[config.mk]
export PLATFORM = sky130hd
export DESIGN_NAME = chop_ctrl
export DESIGN_NICKNAME = d
export VERILOG_FILES = /design/src/rtl/chop_pkg.sv /design/src/rtl/chop_seq.sv /design/src/rtl/chop_deadtime.sv /design/src/rtl/chop_gate_map.sv /design/src/rtl/chop_ctrl.sv
export SDC_FILE = /design/constraint.sdc
export NUM_CORES = 1
export LEC_CHECK = 0
export BUFFER_PORTS_ARGS = -buffer_cell sky130_fd_sc_hd__clkbuf_2
export CORE_ASPECT_RATIO = 0.5
export CORE_MARGIN = 10
export CORE_UTILIZATION = 30
export DETAILED_ROUTE_END_ITERATION = 10
export HOLD_SLACK_MARGIN = 0.02
export SYNTH_ARGS = -nofsm -noshare
export SYNTH_HDL_FRONTEND = slang
export SYNTH_HIERARCHICAL = 1
export SYNTH_SLANG_ARGS = --single-unit
[constraint.sdc]
create_clock -name clk -period 2.5 [get_ports clk]
set_clock_uncertainty 0.2 [all_clocks]
set_input_delay 0.5 -clock clk [delete_from_list [all_inputs] [get_ports clk]]
set_output_delay 0.5 -clock clk [all_outputs]
set_load 0.05 [all_outputs]
[src/rtl/chop_pkg.sv]
package chop_pkg;

  typedef enum logic [1:0] {
    DRV_OFF    = 2'd0,
    DRV_CHARGE = 2'd1,
    DRV_SLOW   = 2'd2,
    DRV_FAST   = 2'd3
  } drv_mode_e;

  typedef struct packed {
    drv_mode_e mode;
    logic      dir;
  } drv_key_t;

  typedef enum logic [2:0] {
    SQ_IDLE   = 3'd0,
    SQ_BLANK  = 3'd1,
    SQ_CHARGE = 3'd2,
    SQ_SLOW   = 3'd3,
    SQ_FAST   = 3'd4,
    SQ_HOLD   = 3'd5
  } seq_state_e;

endpackage

[src/rtl/chop_seq.sv]
module chop_seq
  import chop_pkg::*;
#(
  parameter int BLANK_CYC  = 8,
  parameter int TAIL_CYC   = 8,
  parameter int PERIOD_CYC = 160
) (
  input  logic      clk,
  input  logic      rst_n,
  input  logic      period_start,
  input  logic      at_setpoint,
  input  logic      mag_zero,
  output drv_mode_e req_mode
);

  localparam int CNT_W = $clog2(PERIOD_CYC + 1);
  localparam logic [CNT_W-1:0] BLANK_LAST = CNT_W'(BLANK_CYC - 1);
  localparam logic [CNT_W-1:0] TAIL_AT    = CNT_W'(PERIOD_CYC - TAIL_CYC);
  localparam logic [CNT_W-1:0] PCNT_MAX   = CNT_W'(PERIOD_CYC);

  seq_state_e       st_q, st_d;
  logic [CNT_W-1:0] pcnt_q, pcnt_d;
  logic             low_seen_q, low_seen_d;

  // next-state: a start pulse overrides everything (restart / abort)
  always_comb begin
    st_d       = st_q;
    low_seen_d = low_seen_q;
    pcnt_d     = (pcnt_q == PCNT_MAX) ? pcnt_q : pcnt_q + 1'b1;
    if (period_start) begin
      st_d       = mag_zero ? SQ_HOLD : SQ_BLANK;
      pcnt_d     = '0;
      low_seen_d = 1'b0;
    end else begin
      unique case (st_q)
        SQ_BLANK: begin
          low_seen_d = low_seen_q | ~at_setpoint;
          if (pcnt_q == BLANK_LAST)
            st_d = low_seen_d ? SQ_CHARGE : SQ_FAST;
        end
        SQ_CHARGE: begin
          if (at_setpoint)
            st_d = (pcnt_q >= TAIL_AT) ? SQ_FAST : SQ_SLOW;
        end
        SQ_SLOW: begin
          if (pcnt_q >= TAIL_AT)
            st_d = SQ_FAST;
        end
        default: st_d = st_q;
      endcase
    end
  end

  always_ff @(posedge clk) begin
    if (!rst_n) begin
      st_q       <= SQ_IDLE;
      pcnt_q     <= '0;
      low_seen_q <= 1'b0;
    end else begin
      st_q       <= st_d;
      pcnt_q     <= pcnt_d;
      low_seen_q <= low_seen_d;
    end
  end

  always_comb begin
    unique case (st_q)
      SQ_BLANK, SQ_CHARGE: req_mode = DRV_CHARGE;
      SQ_SLOW,  SQ_HOLD:   req_mode = DRV_SLOW;
      SQ_FAST:             req_mode = DRV_FAST;
      default:             req_mode = DRV_OFF;
    endcase
  end

  // comparator cannot end blanking early
  p_blank_forced_r2: assert property (@(posedge clk) disable iff (!rst_n)
    (st_q == SQ_BLANK && pcnt_q != BLANK_LAST && !period_start) |=> (st_q == SQ_BLANK));

  // drive holds until the set-point is reached
  p_charge_until_set_r3: assert property (@(posedge clk) disable iff (!rst_n)
    (st_q == SQ_CHARGE && !at_setpoint && !period_start) |=> (st_q == SQ_CHARGE));

  // reverse decay is held until the next period
  p_fast_sticky_r4: assert property (@(posedge clk) disable iff (!rst_n)
    (st_q == SQ_FAST && !period_start) |=> (st_q == SQ_FAST));

  // zero magnitude selects the hold state
  p_zero_mag_r9: assert property (@(posedge clk) disable iff (!rst_n)
    (period_start && mag_zero) |=> (st_q == SQ_HOLD));

  // start pulse restarts blanking from any state
  p_restart_r10: assert property (@(posedge clk) disable iff (!rst_n)
    (period_start && !mag_zero) |=> (st_q == SQ_BLANK && pcnt_q == '0));

  // no return to drive within the same period
  p_no_recharge_r11: assert property (@(posedge clk) disable iff (!rst_n)
    ((st_q == SQ_SLOW || st_q == SQ_FAST || st_q == SQ_HOLD) && !period_start)
      |=> !(st_q == SQ_BLANK || st_q == SQ_CHARGE));

endmodule

[src/rtl/chop_deadtime.sv]
module chop_deadtime
  import chop_pkg::*;
#(
  parameter int DEAD_CYC = 3
) (
  input  logic      clk,
  input  logic      rst_n,
  input  drv_mode_e req_mode,
  input  logic      req_dir,
  output drv_key_t  act
);

  drv_key_t req_key;
  assign req_key = '{mode: req_mode, dir: req_dir};

  generate
    if (DEAD_CYC == 0) begin : g_nodead
      drv_key_t act_q;
      always_ff @(posedge clk) begin
        if (!rst_n) act_q <= '{mode: DRV_OFF, dir: 1'b0};
        else        act_q <= req_key;
      end
      assign act = act_q;
    end else begin : g_dead
      localparam int DW = $clog2(DEAD_CYC + 1);
      localparam logic [DW-1:0] DEAD_LAST = DW'(DEAD_CYC - 1);

      drv_key_t      act_q, act_d;
      logic          in_dead_q, in_dead_d;
      logic [DW-1:0] dcnt_q, dcnt_d;

      always_comb begin
        act_d     = act_q;
        in_dead_d = in_dead_q;
        dcnt_d    = dcnt_q;
        if (in_dead_q) begin
          if (dcnt_q == DEAD_LAST) begin
            act_d     = req_key;
            in_dead_d = 1'b0;
          end else begin
            dcnt_d = dcnt_q + 1'b1;
          end
        end else if (req_key != act_q) begin
          if (act_q.mode == DRV_OFF) begin
            act_d = req_key;
          end else begin
            act_d     = '{mode: DRV_OFF, dir: act_q.dir};
            in_dead_d = 1'b1;
            dcnt_d    = '0;
          end
        end
      end

      always_ff @(posedge clk) begin
        if (!rst_n) begin
          act_q     <= '{mode: DRV_OFF, dir: 1'b0};
          in_dead_q <= 1'b0;
          dcnt_q    <= '0;
        end else begin
          act_q     <= act_d;
          in_dead_q <= in_dead_d;
          dcnt_q    <= dcnt_d;
        end
      end

      assign act = act_q;

      // a driving pattern only ever changes by passing through all-off
      p_through_off_r6: assert property (@(posedge clk) disable iff (!rst_n)
        (act_q.mode != DRV_OFF) |=> (act_q == $past(act_q) || act_q.mode == DRV_OFF));

      // the off interval is not cut short
      p_dead_len_r6: assert property (@(posedge clk) disable iff (!rst_n)
        (in_dead_q && dcnt_q != DEAD_LAST) |=> (act_q.mode == DRV_OFF));
    end
  endgenerate

endmodule

[src/rtl/chop_gate_map.sv]
module chop_gate_map
  import chop_pkg::*;
(
  input  drv_key_t   act,
  input  logic       out_en,
  output logic [1:0] gate_hi,
  output logic [1:0] gate_lo
);

  // leg 0 = A, leg 1 = B; the source leg is the one current leaves through
  generate
    for (genvar g = 0; g < 2; g++) begin : g_leg
      logic src;
      assign src = (g == 0) ? ~act.dir : act.dir;
      always_comb begin
        gate_hi[g] = 1'b0;
        gate_lo[g] = 1'b0;
        if (out_en) begin
          unique case (act.mode)
            DRV_CHARGE: begin gate_hi[g] = src;  gate_lo[g] = ~src; end
            DRV_SLOW:   begin gate_hi[g] = 1'b0; gate_lo[g] = 1'b1; end
            DRV_FAST:   begin gate_hi[g] = ~src; gate_lo[g] = src;  end
            default:    begin gate_hi[g] = 1'b0; gate_lo[g] = 1'b0; end
          endcase
        end
      end
    end
  endgenerate

endmodule

[src/rtl/chop_ctrl.sv]
module chop_ctrl
  import chop_pkg::*;
#(
  parameter int BLANK_CYC  = 8,
  parameter int TAIL_CYC   = 8,
  parameter int DEAD_CYC   = 3,
  parameter int PERIOD_CYC = 160
) (
  input  logic clk,
  input  logic rst_n,
  input  logic period_start,
  input  logic at_setpoint,
  input  logic cur_dir,
  input  logic out_en,
  input  logic mag_zero,
  output logic gate_hi_a,
  output logic gate_hi_b,
  output logic gate_lo_a,
  output logic gate_lo_b
);

  drv_mode_e  req_mode;
  drv_key_t   act;
  logic [1:0] hi, lo;

  chop_seq #(
    .BLANK_CYC (BLANK_CYC),
    .TAIL_CYC  (TAIL_CYC),
    .PERIOD_CYC(PERIOD_CYC)
  ) u_seq (
    .clk         (clk),
    .rst_n       (rst_n),
    .period_start(period_start),
    .at_setpoint (at_setpoint),
    .mag_zero    (mag_zero),
    .req_mode    (req_mode)
  );

  chop_deadtime #(
    .DEAD_CYC(DEAD_CYC)
  ) u_dead (
    .clk     (clk),
    .rst_n   (rst_n),
    .req_mode(req_mode),
    .req_dir (cur_dir),
    .act     (act)
  );

  chop_gate_map u_map (
    .act    (act),
    .out_en (out_en),
    .gate_hi(hi),
    .gate_lo(lo)
  );

  assign gate_hi_a = hi[0];
  assign gate_hi_b = hi[1];
  assign gate_lo_a = lo[0];
  assign gate_lo_b = lo[1];

  // disabled output means every switch off
  p_disable_off_r8: assert property (@(posedge clk) disable iff (!rst_n)
    !out_en |-> !(gate_hi_a || gate_hi_b || gate_lo_a || gate_lo_b));

  // never both switches of one leg
  p_leg_safe_r7: assert property (@(posedge clk) disable iff (!rst_n)
    !(gate_hi_a && gate_lo_a) && !(gate_hi_b && gate_lo_b));

endmodule

; Word-level counts from Yosys, hierarchy flattened
; Cells that the tools add are included.
[totals]
regBits = 18
[classes]
addsub = 2
order_cmp = 1
n_eq_ne = 18
n_mux = 29
bitwise = 4
n_reduce_logical = 11
[ops]
columns = cell, count
row1 = $mux W3, 11
row2 = $pmux W3 S3, 1
row3 = $add A8 B1 Y8 const B, 1
row4 = $eq A8 B3 Y1 const B, 1
row5 = $eq A8 B8 Y1 const B, 1
row6 = $ge A8 B8 Y1 const B, 1
row7 = $mux W1, 8
row8 = $mux W2, 4
row9 = $eq A2 B2 Y1 const B, 3
row10 = $eq A3 B2 Y1 const B, 2
row11 = $eq A3 B3 Y1 const B, 2
row12 = $ne A3 B2 Y1 const B, 2
row13 = $pmux W1 S3, 2
row14 = $pmux W2 S3, 1
row15 = $reduce_and A3 Y1, 2
row16 = $reduce_or A2 Y1, 3
row17 = $ne A2 B2 Y1 const B, 2
row18 = $pmux W1 S2, 2
row19 = $reduce_and A4 Y1, 1
row20 = $reduce_bool A2 Y1, 2
row21 = $reduce_bool A4 Y1, 1
row22 = $eq A3 B1 Y1 const B, 1
row23 = $ne A3 B3 Y1, 1
row24 = $ne A3 B3 Y1 const B, 1
row25 = 7 further kinds, 9

; Logic depth before layout (Yosys ltp)
[depth]
ltp_word = 6
ltp_mapped = 7

; Hierarchy
; Netlist, hierarchy kept.
[modules_own_cells]
columns = module, n_inst, cells_per_inst, area_per_inst_um2, seq_area_each_um2
row1 = chop_seq, 1, 76, 664.4, 240.2
row2 = chop_deadtime, 1, 33, 322.8, 120.1
row3 = chop_gate_map, 1, 10, 65.1, 0.0

; Worst setup path after synthesis
; Ideal clock, no wire load.
[synth_timing]
path_kind = register -> output
startpoint = register u_dead.g_dead.act_q (netlist bit u_dead/act[1])
endpoint = output port gate_lo_b
arrival_ns = 1.428
required_time_ns = 1.800
setup_slack_ns = 0.372
path_stages_with_launch = 3
path_buffers = 0
path_cell_list = dfxtp_1 > and2b_2 > mux2i_1
[synth_between]
elab_chain_cells = 3
[synth_lines]
columns = item, line
row1 = "start, declared", chop_deadtime.sv:28  ; drv_key_t act_q, act_d;
row2 = "start signal, assigned", chop_deadtime.sv:56  ; act_q <= '{mode: DRV_OFF, dir: 1'b0};
row3 = "start signal, assigned", chop_deadtime.sv:60  ; act_q <= act_d;
row4 = $eq A2 B2 Y1 or $eq A2 B1 Y1 (tied branches), chop_gate_map.sv:19  ; unique case (act.mode)
row5 = $pmux W1 S3 (*), chop_gate_map.sv:19
row6 = $mux W1 (*), chop_gate_map.sv:18  ; if (out_en) begin
row7 = "end, declared", chop_ctrl.sv:19  ; output logic gate_lo_b
; Every way passes the cells marked *; elsewhere a longest branch is shown, timed or not.

; Worst setup path after layout
[layout_timing]
startpoint = register u_dead.g_dead.act_q (netlist bit u_dead/act[0])
endpoint = output port gate_lo_b
[layout_between]
elab_chain_cells = 3
[layout_lines]
columns = item, line
row1 = $not A1 Y1, --
row2 = $pmux W1 S3 (*), chop_gate_map.sv:19
row3 = $mux W1 (*), chop_gate_map.sv:18
; Marked as above.

==> flow_summary.json <==
{
  "switching_share_pct": 28.3,
  "synth-xor-area-share_pct": 8.32,
  "post_synth_main_area_contributors": "sky130_fd_sc_hd__dfxtp_1 34%, sky130_fd_sc_hd__xor2_1 5.0%, sky130_fd_sc_hd__mux2i_1 4.8%, sky130_fd_sc_hd__nor2_1 4.6%, sky130_fd_sc_hd__ha_1 3.6%",
  "clock.fmax_mhz": 477,
  "drt-met1-wl_mm": 1.02,
  "core_area_um2": 3400,
  "layout.nets": 142,
  "internal-power_mw": 0.506,
  "clk_latency_ns": 0.26,
  "cts.reportedPaths.clkPinSlew_ns": 0.07,
  "grt_antenna_before_repair": 0,
  "power.density_nw_per_um2": 582,
  "count_of_antenna_diodes_in_the_layout": 0,
  "irDropWorstVdd_mv": 0.168,
  "fin_setup_tns_ns": 0,
  "worstSetupEndpointType": "output pin",
  "synthesis_warning_total": 6,
  "p_total_mw": 0.706,
  "syn_area_per_cell_um2": 8.84,
  "initialDrtViolationCount": 30,
  "setup.worst_path.start_class": "register",
  "cts_made_buffers": 3,
  "wl_per_cell_um": 11.3,
  "r2r.worst_path.cells": 6,
  "place_hpwl_mm": 1.57,
  "layout_min_cycle_time_ns": 2.10,
  "reg2reg_setup_slack_ns": 0.48,
  "final_report_max_slew_violation_count": 0,
  "worst_slew_margin_rel_pct": 70.6,
  "slowest_delay_ns": 0.44,
  "hold_buffer_count_at_cts": 0,
  "hold_class": "reg2reg",
  "compound_gate_portion_of_the_synthesized_area_pct": 13.3,
  "postRouteAntennaNets": 0,
  "drtPass1Iterations": 4,
  "final_design_area_no_fill_um2": 1210,
  "post_synth_and_or_nand_nor_area_fraction_pct": 30.4,
  "hold_path_depth": 1,
  "slew_at_the_pin_closest_to_its_max_slew_limit_ns": 0.442,
  "critPathSlowestCell": "sky130_fd_sc_hd__dfxtp_1",
  "rows": 15,
  "initial_utilization_pct": 31.0,
  "cp_num_buf_inv": 1,
  "cellLeakagePower_nw": 0.528,
  "hold_path_end": "u_dead/g_dead.dcnt_q[0]",
  "vias": 837,
  "share_of_layout_cells_above_drive_strength_1_pct": 17.6,
  "final.hold.worst_slack_ns": 0.252,
  "final_setup_violations": 0,
  "finalWeightedCongestion": 0.739,
  "critical_path_required_ns": 1.80,
  "yosysSeqAreaShare_pct": 34.2,
  "final-instance-count-excl-fill": 182,
  "clock_tree.buffer_depth": 2,
  "cts.root.buffer_cell": "sky130_fd_sc_hd__clkbuf_8",
  "synthMuxAreaShare_pct": 7.25,
  "synth_area_in_adders_pct": 3.57,
  "postSynthNetCount": 129,
  "cts_num_sinks": 18,
  "synth_area_um2": 1050,
  "cp_cell_sequence": "and2b_2, mux2i_1, clkbuf_2",
  "share_comb_of_total_power_pct": 19.5,
  "route.top_layer_used": "met4",
  "post_drt_via_cell_ratio": 4.60,
  "detail_route.wirelength_mm": 2.05,
  "portion_of_the_clock_cycle_consumed_by_the_worst_path_in_the_final_layout_pct": 83.9,
  "cts_resized": 0,
  "n_fill_cell": 347,
  "hold_viol": 0,
  "grt_setup_unrepaired": "no",
  "critical_path.reg2reg.endpoint": "u_seq/st_q[0]",
  "power_frac_seq_pct": 46.5,
  "holdCritStartpoint": "u_dead/g_dead.dcnt_q[0]",
  "post-cts-setup-buffers": 0,
  "globalRouteOverflowTotal": 0,
  "synth.largest_area_cell": "sky130_fd_sc_hd__dfxtp_1",
  "tritoncts_clock_tree": "built",
  "grt_start_max_net_pins": 14,
  "htreeDepth": 1,
  "grt.total_usage_pct": 6.57,
  "combinational_family_with_the_most_area_after_synthesis": "simple AND/OR/NAND/NOR gates",
  "r2r_start": "u_seq/pcnt_q[1]",
  "post_synth_inst_count": 119,
  "detail_route.drc_violations": 0,
  "synthDistinctLibCells": 40,
  "critical_path_data_arrival_time_ns": 1.40,
  "drv_cap": 0,
  "detailroute.wirelength.met3_um": 83,
  "path_class": "reg2out",
  "die-height_um": 61.9,
  "async_reset_ff_share_pct": 0,
  "number_of_global_route_vias_before_repair": 778,
  "cp_top_family": "flip-flops",
  "wl_met2_um": 895,
  "port_buffers": 10,
  "total_switching_power_mw": 0.200,
  "die_w_um": 104,
  "placedInstanceArea_um2": 1160,
  "portion_of_synthesized_cell_area_occupied_by_the_leading_cell_type_pct": 34.2,
  "maximum_net_fanout_on_the_critical_path": 5,
  "grt_first_pass_wirelength_mm": 3.46,
  "fp.dieArea_um2": 6420,
  "synth-edff-count": 0,
  "floorplan.io_pins": 11,
  "yosys_register_bits": 18,
  "placed_cells": 178,
  "dominantRegCellSynth": "sky130_fd_sc_hd__dfxtp_1",
  "run_status": "finished, final reports clean",
  "synthToLayoutAreaGrowth_pct": 15.3,
  "power.share.clock_pct": 34.0
}
-- routing by layer --
metal	track usage (%)	vias up
met5	0	-
met4	3.93	0
met3	2.26	6
met2	11.0	16
met1	7.40	374
li1	-	441
-- layout make-up --
type / instances / area, um2 / area share (%)
multi-input cells: 93 / 662 / 54.5
well taps: 51 / 63.8 / 5.26
clock buffers: 4 / 55.1 / 4.54
repair buffers: 10 / 50.0 / 4.12
flip-flops and latches: 18 / 360 / 29.7
inverters: 6 / 22.5 / 1.86
-- state kept, by name, indices dropped and copies added (netlist names) --
signal and count:
u_dead/act 3, u_seq/st_q 3, u_seq/low_seen_q 1, u_dead/g_dead.in_dead_q 1, u_dead/g_dead.dcnt_q 2, u_seq/pcnt_q 8
-- Yosys cell counts, drive strengths merged (2+ instances only) --
library cell / instances
and2b: 2
nor2: 13
nand2: 7
and2: 2
o311ai: 2
o21ai: 5
nand3: 5
a21oi: 4
mux2: 2
or3: 2
nor2b: 4
mux2i: 5
nand2b: 3
clkbuf: 2
xor2: 6
and3: 6
dfxtp: 18
ha: 3
nand3b: 2
nor3: 4
xnor2: 4
a211o: 2
inv: 6
a211oi: 2
-- worst max-delay path by stage --
stage                         start            end  slack [ns]  cells past startpoint
global route          u_dead/act[1]      gate_lo_b        0.32                      3
floorplan             u_dead/act[1]      gate_lo_b        0.37                      2
global placement    u_seq/pcnt_q[1]  u_seq/st_q[0]        0.53                      6
finish                u_dead/act[0]      gate_lo_b        0.40                      3
CTS                   u_dead/act[0]      gate_lo_b        0.39                      3
detailed placement  u_seq/pcnt_q[1]  u_seq/st_q[0]        0.48                      6
-- cells by family after synthesis --
| group | Yosys count |
|---|---|
| flops | 18 |
| simple gates | 55 |
| buf+inv | 8 |
| fa+ha+maj | 3 |
| xor+xnor | 10 |
| mux | 7 |
| compound gates | 18 |
-- worst reg2reg max path: stages (launching register included) --
cell                       delay [ns]
sky130_fd_sc_hd__dfxtp_1         0.38
sky130_fd_sc_hd__ha_1            0.24
sky130_fd_sc_hd__nor4bb_1        0.28
sky130_fd_sc_hd__nand4_1         0.17
sky130_fd_sc_hd__o311ai_4        0.12
sky130_fd_sc_hd__mux2_1          0.36
sky130_fd_sc_hd__o21a_1          0.17
-- power groups by stage --
| stage | Sequential (mW) | Clock [mW] | Combinational (mW) |
|---|---|---|---|
| floorplan | 0.329 | 0 | 0.108 |
| global placement | 0.335 | 0 | 0.134 |
| detailed placement | 0.336 | 0 | 0.138 |
| CTS | 0.329 | 0.253 | 0.139 |
| global route | 0.332 | 0.263 | 0.151 |
| finish | 0.329 | 0.240 | 0.138 |
-- layout by cell type, fill, tap and decap left out, types with 4 or more instances in the layout --
master and instances:
sky130_fd_sc_hd__xnor2_1 4, sky130_fd_sc_hd__nand2_1 6, sky130_fd_sc_hd__nand3_1 5, sky130_fd_sc_hd__a21oi_1 4
sky130_fd_sc_hd__inv_1 6, sky130_fd_sc_hd__nor2b_1 4, sky130_fd_sc_hd__clkbuf_2 10, sky130_fd_sc_hd__xor2_1 6
sky130_fd_sc_hd__mux2i_1 5, sky130_fd_sc_hd__clkbuf_8 4, sky130_fd_sc_hd__dfxtp_1 18, sky130_fd_sc_hd__nor3_1 4
sky130_fd_sc_hd__nor2_1 13
-- per-stage QoR --
stage	util [%]	setup slack (ns)
after detailed placement	34.1	0.479
after floorplan	-	0.372
after global routing	35.7	0.320
after global placement	34.1	0.527
final	35.7	0.402
after CTS	35.7	0.389
Note: power is estimated with default switching activity, not from simulation.
